`config.mk`:
```
export PLATFORM = sky130hd
export DESIGN_NAME = async_bus_slave
export DESIGN_NICKNAME = d
export VERILOG_FILES = /design/src/rtl/bsl_pkg.sv /design/src/rtl/bsl_sync.sv /design/src/rtl/bsl_decode.sv /design/src/rtl/bsl_seq.sv /design/src/rtl/async_bus_slave.sv
export SDC_FILE = /design/constraint.sdc
export NUM_CORES = 1
export LEC_CHECK = 0
export BUFFER_PORTS_ARGS = -buffer_cell sky130_fd_sc_hd__clkbuf_2
export CAP_MARGIN = 15
export CORE_UTILIZATION = 45
export CTS_CLUSTER_SIZE = 24
export DETAILED_ROUTE_END_ITERATION = 10
export GPL_ROUTABILITY_DRIVEN = 0
export HOLD_SLACK_MARGIN = 0.15
export PLACE_DENSITY_LB_ADDON = 0.2
export SYNTH_ARGS = -nofsm -noshare
export SYNTH_HDL_FRONTEND = slang
export SYNTH_HIERARCHICAL = 1
export SYNTH_SLANG_ARGS = --single-unit
```
`constraint.sdc`:
```
create_clock -name clk_i -period 2.4 [get_ports clk_i]
set_clock_uncertainty 0.2 [all_clocks]
set_input_delay 0.36 -clock clk_i [delete_from_list [all_inputs] [get_ports clk_i]]
set_output_delay 0.36 -clock clk_i [all_outputs]
set_load 0.01 [all_outputs]
```
`src/rtl/bsl_pkg.sv`:
```
package bsl_pkg;
  localparam logic [2:0] CMD_MEM_RD = 3'b111;
  localparam logic [2:0] CMD_MEM_WR = 3'b110;
  localparam logic [2:0] CMD_IO_RD  = 3'b101;
  localparam logic [2:0] CMD_IO_WR  = 3'b100;
  localparam logic [2:0] CMD_VEC    = 3'b011;

  typedef enum logic [1:0] {
    SP_NONE = 2'd0,
    SP_MEM  = 2'd1,
    SP_IO   = 2'd2,
    SP_VEC  = 2'd3
  } space_e;

  typedef enum logic [2:0] {
    ST_IDLE,
    ST_WAIT,
    ST_ACCESS,
    ST_RESP,
    ST_HOLD,
    ST_IGNORE
  } state_e;
endpackage

```
`src/rtl/bsl_sync.sv`:
```
module bsl_sync #(
  parameter int unsigned     WIDTH   = 1,
  parameter int unsigned     STAGES  = 2,
  parameter logic [WIDTH-1:0] RST_VAL = '0
) (
  input  logic             clk_i,
  input  logic             rst_ni,
  input  logic [WIDTH-1:0] d_i,
  output logic [WIDTH-1:0] q_o
);
  logic [WIDTH-1:0] stage_q [STAGES];

  for (genvar s = 0; s < STAGES; s++) begin : g_stage
    always_ff @(posedge clk_i or negedge rst_ni) begin
      if (!rst_ni) begin
        stage_q[s] <= RST_VAL;
      end else if (s == 0) begin
        stage_q[s] <= d_i;
      end else begin
        stage_q[s] <= stage_q[(s > 0) ? s - 1 : 0];
      end
    end
  end

  assign q_o = stage_q[STAGES-1];
endmodule

```
`src/rtl/bsl_decode.sv`:
```
module bsl_decode
  import bsl_pkg::*;
#(
  parameter int unsigned       ADDR_W   = 20,
  parameter int unsigned       IO_W     = 12,
  parameter int unsigned       VEC_W    = 3,
  parameter logic [ADDR_W-1:0] MEM_BASE = 20'h4_0000,
  parameter int unsigned       MEM_AW   = 12,
  parameter logic [IO_W-1:0]   IO_BASE  = 12'h300,
  parameter int unsigned       IO_AW    = 4,
  parameter logic [VEC_W-1:0]  VEC_LVL  = 3'd5
) (
  input  logic [ADDR_W-1:0] addr_i,
  input  logic [2:0]        cmd_i,
  output logic              hit_o,
  output logic              rd_o,
  output space_e            space_o,
  output logic [ADDR_W-1:0] loc_addr_o
);
  logic mem_cmd, io_cmd, vec_cmd;
  logic mem_win, io_win, vec_win;

  assign mem_cmd = (cmd_i == CMD_MEM_RD) || (cmd_i == CMD_MEM_WR);
  assign io_cmd  = (cmd_i == CMD_IO_RD)  || (cmd_i == CMD_IO_WR);
  assign vec_cmd = (cmd_i == CMD_VEC);

  assign mem_win = addr_i[ADDR_W-1:MEM_AW] == MEM_BASE[ADDR_W-1:MEM_AW];
  assign io_win  = addr_i[IO_W-1:IO_AW]    == IO_BASE[IO_W-1:IO_AW];
  assign vec_win = addr_i[VEC_W-1:0]       == VEC_LVL;

  always_comb begin
    hit_o      = 1'b0;
    space_o    = SP_NONE;
    loc_addr_o = '0;
    if (mem_cmd && mem_win) begin
      hit_o      = 1'b1;
      space_o    = SP_MEM;
      loc_addr_o = addr_i;
    end else if (io_cmd && io_win) begin
      hit_o      = 1'b1;
      space_o    = SP_IO;
      loc_addr_o = ADDR_W'(addr_i[IO_W-1:0]);
    end else if (vec_cmd && vec_win) begin
      hit_o      = 1'b1;
      space_o    = SP_VEC;
      loc_addr_o = ADDR_W'(addr_i[VEC_W-1:0]);
    end
  end

  // reads: memory read, I/O read, vector fetch
  assign rd_o = (cmd_i == CMD_MEM_RD) || (cmd_i == CMD_IO_RD) || vec_cmd;
endmodule

```
`src/rtl/bsl_seq.sv`:
```
module bsl_seq
  import bsl_pkg::*;
#(
  parameter int unsigned DATA_W      = 8,
  parameter int unsigned WAIT_STATES = 2
) (
  input  logic              clk_i,
  input  logic              rst_ni,
  input  logic              go_i,
  input  logic              dat_act_i,
  input  logic              brst_act_i,
  input  logic              hit_i,
  input  logic              rd_i,
  input  logic [DATA_W-1:0] loc_rdata_i,
  input  logic              loc_err_i,
  output logic              lat_en_o,
  output logic              loc_we_o,
  output logic              loc_re_o,
  output logic              ack_o,
  output logic              terr_o,
  output logic              oe_o,
  output logic [DATA_W-1:0] rdata_o
);
  localparam int unsigned CNT_W = (WAIT_STATES > 0) ? $clog2(WAIT_STATES + 1) : 1;

  state_e             state_q, state_d;
  logic [CNT_W-1:0]   cnt_q;
  logic               rd_q, err_q;
  logic [DATA_W-1:0]  rdata_q;

  always_comb begin
    state_d  = state_q;
    lat_en_o = 1'b0;
    if (brst_act_i) begin
      state_d = ST_IDLE;
    end else begin
      unique case (state_q)
        ST_IDLE: if (go_i) begin
          if (hit_i) begin
            state_d  = ST_WAIT;
            lat_en_o = 1'b1;
          end else begin
            state_d = ST_IGNORE;
          end
        end
        ST_WAIT: begin
          if (!dat_act_i)        state_d = ST_IDLE;
          else if (cnt_q == '0)  state_d = ST_ACCESS;
        end
        ST_ACCESS: state_d = ST_RESP;
        ST_RESP:   state_d = ST_HOLD;
        ST_HOLD:   if (!dat_act_i) state_d = ST_IDLE;
        ST_IGNORE: if (!dat_act_i) state_d = ST_IDLE;
        default:   state_d = ST_IDLE;
      endcase
    end
  end

  always_ff @(posedge clk_i or negedge rst_ni) begin
    if (!rst_ni) begin
      state_q <= ST_IDLE;
      cnt_q   <= '0;
      rd_q    <= 1'b0;
      err_q   <= 1'b0;
      rdata_q <= '0;
    end else begin
      state_q <= state_d;
      if (lat_en_o) begin
        cnt_q <= CNT_W'(WAIT_STATES);
        rd_q  <= rd_i;
        err_q <= 1'b0;
      end else if (state_q == ST_WAIT && cnt_q != '0) begin
        cnt_q <= cnt_q - 1'b1;
      end
      if (state_q == ST_RESP) begin
        err_q   <= loc_err_i;
        rdata_q <= rd_q ? loc_rdata_i : '0;
      end
    end
  end

  assign loc_we_o = (state_q == ST_ACCESS) && !rd_q;
  assign loc_re_o = (state_q == ST_ACCESS) &&  rd_q;
  assign ack_o    = (state_q == ST_HOLD) && !err_q;
  assign terr_o   = (state_q == ST_HOLD) &&  err_q;
  assign oe_o     = ack_o && rd_q;
  assign rdata_o  = rdata_q;
endmodule

```
`src/rtl/async_bus_slave.sv`:
```
module async_bus_slave
  import bsl_pkg::*;
#(
  parameter int unsigned ADDR_W      = 20,
  parameter int unsigned DATA_W      = 8,
  parameter int unsigned IO_W        = 12,
  parameter int unsigned VEC_W       = 3,
  parameter logic [19:0] MEM_BASE    = 20'h4_0000,
  parameter int unsigned MEM_AW      = 12,
  parameter logic [11:0] IO_BASE     = 12'h300,
  parameter int unsigned IO_AW       = 4,
  parameter logic [2:0]  VEC_LVL     = 3'd5,
  parameter int unsigned WAIT_STATES = 2,
  parameter int unsigned SYNC_STAGES = 2
) (
  input  logic              clk_i,
  input  logic              rst_ni,
  input  logic              bus_rst_ni,
  input  logic [ADDR_W-1:0] addr_i,
  input  logic              adr_stb_ni,
  input  logic              dat_stb_ni,
  input  logic [2:0]        cmd_i,
  input  logic [DATA_W-1:0] data_i,
  output logic [DATA_W-1:0] data_o,
  output logic              data_oe_o,
  output logic              ack_no,
  output logic              terr_no,
  output logic [ADDR_W-1:0] loc_addr_o,
  output logic [1:0]        loc_space_o,
  output logic [DATA_W-1:0] loc_wdata_o,
  output logic              loc_we_o,
  output logic              loc_re_o,
  input  logic [DATA_W-1:0] loc_rdata_i,
  input  logic              loc_err_i
);
  localparam int unsigned SYNC_W = 6;

  logic [SYNC_W-1:0] sync_q;
  logic              brst_s_n, adr_s_n, dat_s_n;
  logic [2:0]        cmd_s;
  logic              hit, rd, lat_en, ack, terr;
  space_e            space, space_q;
  logic [ADDR_W-1:0] dec_addr, addr_q;
  logic [DATA_W-1:0] wdata_q;

  bsl_sync #(
    .WIDTH  (SYNC_W),
    .STAGES (SYNC_STAGES),
    .RST_VAL(6'b011_000)
  ) u_sync (
    .clk_i (clk_i),
    .rst_ni(rst_ni),
    .d_i   ({bus_rst_ni, adr_stb_ni, dat_stb_ni, cmd_i}),
    .q_o   (sync_q)
  );

  assign {brst_s_n, adr_s_n, dat_s_n, cmd_s} = sync_q;

  // address is stable while its strobe is held; sampled raw
  bsl_decode #(
    .ADDR_W  (ADDR_W),
    .IO_W    (IO_W),
    .VEC_W   (VEC_W),
    .MEM_BASE(MEM_BASE),
    .MEM_AW  (MEM_AW),
    .IO_BASE (IO_BASE),
    .IO_AW   (IO_AW),
    .VEC_LVL (VEC_LVL)
  ) u_dec (
    .addr_i    (addr_i),
    .cmd_i     (cmd_s),
    .hit_o     (hit),
    .rd_o      (rd),
    .space_o   (space),
    .loc_addr_o(dec_addr)
  );

  bsl_seq #(
    .DATA_W     (DATA_W),
    .WAIT_STATES(WAIT_STATES)
  ) u_seq (
    .clk_i      (clk_i),
    .rst_ni     (rst_ni),
    .go_i       (!adr_s_n && !dat_s_n),
    .dat_act_i  (!dat_s_n),
    .brst_act_i (!brst_s_n),
    .hit_i      (hit),
    .rd_i       (rd),
    .loc_rdata_i(loc_rdata_i),
    .loc_err_i  (loc_err_i),
    .lat_en_o   (lat_en),
    .loc_we_o   (loc_we_o),
    .loc_re_o   (loc_re_o),
    .ack_o      (ack),
    .terr_o     (terr),
    .oe_o       (data_oe_o),
    .rdata_o    (data_o)
  );

  always_ff @(posedge clk_i or negedge rst_ni) begin
    if (!rst_ni) begin
      addr_q  <= '0;
      wdata_q <= '0;
      space_q <= SP_NONE;
    end else if (lat_en) begin
      addr_q  <= dec_addr;
      wdata_q <= data_i;
      space_q <= space;
    end
  end

  assign loc_addr_o  = addr_q;
  assign loc_wdata_o = wdata_q;
  assign loc_space_o = space_q;
  assign ack_no      = !ack;
  assign terr_no     = !terr;
endmodule

```
==> flow_metrics.tcl, run 1 <==
set metrics [dict create \
    drcViolationCount 0 \
    crit_path_top_delay_cell "sky130_fd_sc_hd__dfrtp_1" \
    final_core_util_pct 63.9 \
    critical_path.startpoint_type "flop" \
    number_of_global_route_vias_before_repair 1883 \
    cts_resized 0 \
    power_leakage_nw 1.82 \
    number_of_antenna_violations_at_the_first_check_in_global_routing 0 \
    crit_path_max_fanout 20 \
    detailed_place_hpwl_um 3610 \
    drt_pass1_iterations 4 \
    rsz0062_at_grt "false" \
    antennaDiodeCount 0 \
    finalWirelength_um 5350 \
    clk_pin_slew_worst_paths_ns 0.06 \
    rows 27 \
    number_of_buffers_and_inverters_on_the_critical_path 1 \
    global_route.usage.total_pct 18.9 \
    slew_headroom_pct 63.1 \
    top_level_port_count 88 \
    cts_buffer_depth 2 \
    layout.cell_area.non_filler_mm2 0.00356 \
    final_routed_wire_length_divided_by_cell_count_um 13.5 \
    global_route.overflow_total 0 \
    async_reset_ff_share_pct 100 \
    start_util_pct 47.4 \
    syn_avg_cell_area_um2 13.0 \
    critPathArrivalTime_ns 2.22 \
    h-tree-depth 3 \
    totalNegativeSetupSlack_ns 0 \
    chipHeight_um 78.6 \
    core_area_mm2 0.00557 \
    port_buffer_count 87 \
    worstSetupEndpointType "flop" \
    post_route_cells_drive_above_1_share_pct 46.7 \
    design.die.area_mm2 0.00618 \
    drv_cap 0 \
    finalHoldViolations 0 \
    worst_ep_required_time_ns 2.41 \
    layout_min_cycle_time_ns 2.21 \
    worstReg2RegStart "u_sync/q_o[1]" \
    synth_flop_cell "sky130_fd_sc_hd__dfrtp_1" \
    min-delay-path-class "flop to flop" \
    critPathMaxStageDelay_ns 0.43 \
    grt_start_max_net_pins 21 \
    fmax_ghz 0.452 \
    setup_viol 0 \
    timing_worst_slew_pin_value_ns 0.552 \
    peakVddDrop_v 0.000385 \
    synthDistinctLibCells 40 \
    finalCritPeriodShare_pct 92.2 \
    place.detailed.instances 354 \
    placement.setup.worst_slack_ns 0.157 \
    avgViaCountPerCell 4.70 \
    area.growth.synth_to_final_pct 34.7 \
    run_status "finished, final reports clean" \
    post_cts_hold_buffer_count 26 \
    minimum_setup_slack_in_the_final_design_ns 0.187 \
    clkLatencyLatePin_ns 0.33 \
    final-instance-count-excl-fill 395 \
    mostFrequentLayoutCell "sky130_fd_sc_hd__clkbuf_2" \
    r2r_slack_ns 0.19 \
    dr.first_iter.drc_count 94 \
    die_w_um 78.6 \
    post_cts_buffers 0 \
    final_nets 365 \
    drt.antenna.violating_nets 0 \
    number_of_flops_mapped_to_enable_cells_by_yosys 0 \
    clock_root_buffer "sky130_fd_sc_hd__clkbuf_8" \
    path_delay_family "simple AND/OR/NAND/NOR gates" \
    power.density_mw_per_mm2 634 \
    yosys_register_bits 57 \
    worstPathCellList "nor4b_4 > nand3_2 > nand3_1 > and4_2 > buf_12 > mux2_1" \
    cts_inserted_buffers 9 \
    synth_area_mm2 0.00264 \
    nFillCells 467 \
    synth-seq-area-share_pct 54.2 \
    post_dp_cell_area_mm2 0.00310 \
    ys.warnings.count 6 \
    via_count 1855 \
    setup.worst_path.class "flop to flop" \
    synthesis.instances 204 \
    drv_slew 0 \
    crit_path_start "u_sync/q_o[1]" \
    mostFrequentLayoutCells "sky130_fd_sc_hd__clkbuf_2, sky130_fd_sc_hd__dfrtp_1, sky130_fd_sc_hd__mux2_4, sky130_fd_sc_hd__dlygate4sd3_1, sky130_fd_sc_hd__nand2_1" \
    sinks_on_the_clock_net 57 \
    grt_pass1_wl_um 8650 \
    clock_tree_from_tritoncts "yes" \
    timing.hold.worst.start "u_sync/stage_q[6]" \
]
-- logic make-up after synthesis --
group                      Yosys count  share of synthesized area (%)
AOI/OAI and AO/OA                   20                           4.69
xor gates and xnor gates             1                          0.331
buffers and inverters               30                           7.39
and+or+nand+nor                     63                           15.3
other                                1                          0.142
adders and majority gates            1                          0.473
muxes                               31                           17.5
DFF                                 57                           54.2
-- cell type report --
cell class	count	area, um^2	area share, %
Sequential cell	57	1430	40.2
Tap cell	72	90.1	2.53
Clock inverter	3	40.0	1.12
Multi-Input combinational cell	123	1040	29.2
Inverter	8	30.0	0.844
Timing Repair Buffer	120	773	21.7
Clock buffer	12	155	4.36
-- registers in the layout (all words and copies together) (netlist names), 2 cells and up --
name / flops
loc_addr_o: 20
u_seq/rdata_o: 8
loc_space_o: 2
u_seq/state_q: 3
u_sync/stage_q: 6
u_seq/cnt_q: 2
loc_wdata_o: 8
u_sync/q_o: 6
-- where the power goes --
group          total, mW  switching [mW]  internal [mW]
Combinational      0.292           0.136          0.156
Sequential          1.08          0.0433           1.03
Clock              0.887           0.360          0.527
-- Yosys cell counts, types with 2 or more instances --
cell,number,area share (%)
sky130_fd_sc_hd__dfrtp_1,53,50
sky130_fd_sc_hd__mux2_4,30,17
sky130_fd_sc_hd__nand2_1,20,2.8
sky130_fd_sc_hd__buf_4,13,3.7
sky130_fd_sc_hd__nor2_1,9,1.3
sky130_fd_sc_hd__o21ai_0,9,1.7
sky130_fd_sc_hd__inv_1,7,0.99
sky130_fd_sc_hd__and2_1,6,1.4
sky130_fd_sc_hd__a21boi_0,4,1.1
sky130_fd_sc_hd__buf_6,4,1.7
sky130_fd_sc_hd__dfstp_2,4,4.0
sky130_fd_sc_hd__nand3_1,4,0.76
sky130_fd_sc_hd__nand4_1,4,0.95
sky130_fd_sc_hd__buf_2,3,0.57
sky130_fd_sc_hd__nand2b_1,3,0.71
sky130_fd_sc_hd__a21oi_1,2,0.38
sky130_fd_sc_hd__clkbuf_1,2,0.28
sky130_fd_sc_hd__nand3b_1,2,0.57
sky130_fd_sc_hd__nand4b_1,2,0.66
sky130_fd_sc_hd__nor3b_1,2,0.57
sky130_fd_sc_hd__nor4b_4,2,1.8
-- path summary, 6_finish.rpt --
path	end	cells past startpoint
min in group asynchronous	u_seq/rdata_o[5]	2
worst max-delay path	u_seq/rd_q	6
worst max register to register	u_seq/rd_q	6
worst min register to register	u_sync/q_o[0]	0
worst min-delay path	u_sync/q_o[0]	0
max in group asynchronous	u_sync/stage_q[9]	3
-- per-stage QoR --
step	total power [mW]	hold slack, ns
6_report	2.26	0.148
5_1_grt	2.37	0.154
4_1_cts	2.28	0.150
3_5_place_dp	1.35	0.135
3_3_place_gp	1.35	0.133
2_1_floorplan	1.25	-0.136
-- layer usage --
layer / wire, um / track usage (%) / up-vias
met5: 0 / 0 / -
met4: 124 / 9.44 / 0
met3: 326 / 6.51 / 14
met2: 2450 / 28.6 / 64
met1: 2450 / 24.1 / 870
li1: - / - / 907
Power figures use the tool's default switching activity.
==> inputs of run 2 (changes only) <==
GPL_TIMING_DRIVEN = 0   (was not set)
==> flow_metrics.tcl, run 2 (synthesis results as in run 1) <==
set metrics [dict create \
    grt_start_max_net_pins 58 \
    globalRouteMet3Util_pct 5.35 \
    crit_path_start "u_sync/q_o[2]" \
    min-delay-path-class "flop to flop" \
    finalWirelength_um 5160 \
    clkLatencyLatePin_ns 0.32 \
    r2r_slack_ns 0.16 \
    mostFrequentLayoutCell "sky130_fd_sc_hd__clkbuf_2" \
    core_area_mm2 0.00557 \
    finalCritPeriodShare_pct 93.3 \
    chipHeight_um 78.6 \
    drcViolationCount 0 \
    cts_inserted_buffers 9 \
    avgViaCountPerCell 4.64 \
    total_power_mw 2.17 \
    fmax_ghz 0.447 \
    number_of_global_route_vias_before_repair 1813 \
    final_routed_wire_length_divided_by_cell_count_um 12.5 \
    h-tree-depth 3 \
    grt_pass1_wl_um 8510 \
    setup_viol 0 \
    comb_power_share_pct 14.6 \
    clock_root_buffer "sky130_fd_sc_hd__clkbuf_8" \
    port_buffer_count 87 \
    start_util_pct 47.4 \
    clk_pin_slew_worst_paths_ns 0.06 \
    critPathArrivalTime_ns 2.24 \
    dr.first_iter.drc_count 91 \
    minimum_setup_slack_in_the_final_design_ns 0.161 \
    rows 27 \
    number_of_antenna_violations_at_the_first_check_in_global_routing 0 \
    p_sw_share_pct 24.8 \
    drt_pass1_iterations 4 \
    layout.cell_area.non_filler_mm2 0.00366 \
    placement.setup.worst_slack_ns -0.0128 \
    finalHoldViolations 0 \
    worstSetupEndpointType "flop" \
    ff2ff_path_depth 8 \
    worstReg2RegStart "u_sync/q_o[2]" \
    antennaDiodeCount 0 \
    crit_path_max_fanout 10 \
    design.die.area_mm2 0.00618 \
    drv_slew 0 \
    internal-power_mw 1.63 \
    area.growth.synth_to_final_pct 38.5 \
    cts_buffer_depth 2 \
    timing_worst_slew_pin_value_ns 0.754 \
    global_route.overflow_total 0 \
    sinks_on_the_clock_net 57 \
    switching_power_mw 0.539 \
    slew_headroom_pct 49.8 \
    die_w_um 78.6 \
    global_route.usage.total_pct 18.3 \
    rsz0062_at_grt "false" \
    power.sequential.fraction_pct 49.1 \
    clock_tree_from_tritoncts "yes" \
    place.detailed.instances 369 \
    timing.hold.ws_ns 0.147 \
    run_status "finished, final reports clean" \
    mostFrequentLayoutCells "sky130_fd_sc_hd__clkbuf_2, sky130_fd_sc_hd__dfrtp_1, sky130_fd_sc_hd__mux2_4, sky130_fd_sc_hd__dlygate4sd3_1, sky130_fd_sc_hd__nand2_1" \
    drt.antenna.violating_nets 0 \
    critical_path.startpoint_type "flop" \
    final_nets 382 \
    top_level_port_count 88 \
    detailed_place_hpwl_um 3500 \
    setup.worst_path.class "flop to flop" \
    layout_min_cycle_time_ns 2.24 \
    destination_of_the_critical_timing_path "loc_wdata_o[0]" \
    power.density_mw_per_mm2 593 \
    fraction_of_power_consumed_by_the_clock_network_pct 36.3 \
    crit-reg2reg-capture "loc_wdata_o[0]" \
    largest_register_ffs 20 \
    post_route_cells_drive_above_1_share_pct 48.7 \
    worst_ep_required_time_ns 2.40 \
    drv_cap 0 \
    final-instance-count-excl-fill 413 \
    peakVddDrop_v 0.000513 \
    grt.met2_usage_pct 28.1 \
    globalRoute.busiestLayer "met2" \
    via_count 1917 \
    power_leakage_nw 1.89 \
    routing_usage_on_met1_pct 23.5 \
    post_dp_cell_area_mm2 0.00319 \
]
[run 2: changes by cell type in the layout (fill, tap and decap cells not counted), moves of 2 or more]
cell                       before  now
sky130_fd_sc_hd__buf_8          0    3
sky130_fd_sc_hd__buf_2          0    2
sky130_fd_sc_hd__buf_12         2    0
sky130_fd_sc_hd__buf_4          5   17
sky130_fd_sc_hd__clkbuf_1       1    5
[run 2: worst max-delay path, cell delays in order, from the launching register on]
cell and delay [ns]:
sky130_fd_sc_hd__dfrtp_1 0.36, sky130_fd_sc_hd__buf_4 0.14, sky130_fd_sc_hd__nor4bb_2 0.28, sky130_fd_sc_hd__nand3_1 0.14, sky130_fd_sc_hd__nand3_1 0.15, sky130_fd_sc_hd__and4_1 0.18
sky130_fd_sc_hd__buf_4 0.18, sky130_fd_sc_hd__buf_8 0.18, sky130_fd_sc_hd__mux2_4 0.31
[run 2: power by group through the flow]
stage | clock (mW) | combinational, mW | sequential (mW)
floorplan | 0 | 0.150 | 1.10
global placement | 0 | 0.279 | 1.08
detailed placement | 0 | 0.287 | 1.08
CTS | 0.816 | 0.319 | 1.07
global route | 0.862 | 0.358 | 1.07
finish | 0.789 | 0.317 | 1.07
[run 2: area by class of cell]
type                       count  area, um^2
buffer                        22         179
clock buffer                  14         163
clock inverter                 2        12.5
fill                         471        1910
inverter                       8        30.0
multi-input combinational    123        1040
sequential                    57        1430
tap                           72        90.1
timing repair buffer         115         711
[run 2: how the worst min path moves through the flow]
stage	startpoint	endpoint	depth (start not counted)
floorplan	rst_ni	loc_addr_o[0]	0
global placement	u_sync/stage_q[7]	u_sync/q_o[1]	0
detailed placement	u_sync/stage_q[8]	u_sync/q_o[2]	0
CTS	u_sync/stage_q[11]	u_sync/q_o[5]	0
global route	u_sync/stage_q[6]	u_sync/q_o[0]	0
finish	u_sync/stage_q[11]	u_sync/q_o[5]	0
[run 2: what timing repair did]
item,CTS,global route
setup endpoints to repair,24,30
resized for setup,2,3
hold buffers,25,0
buffers inserted,0,3
endpoints found under the hold margin,77,0
pin swaps,0,3
cloned,0,0
[run 2: per-layer routing]
metal	routed length (um)	up-vias
met3	334	6
met5	0	-
met4	49	0
li1	-	943
met2	2450	61
met1	2330	907
[run 2: through the flow]
stage / utilization (%) / TNS (ns)
after floorplan: - / 0
after global placement: 57.2 / 0
after detailed placement: 57.3 / -0.168
after CTS: 65.0 / 0
after global routing: 65.7 / 0
final: 65.7 / 0
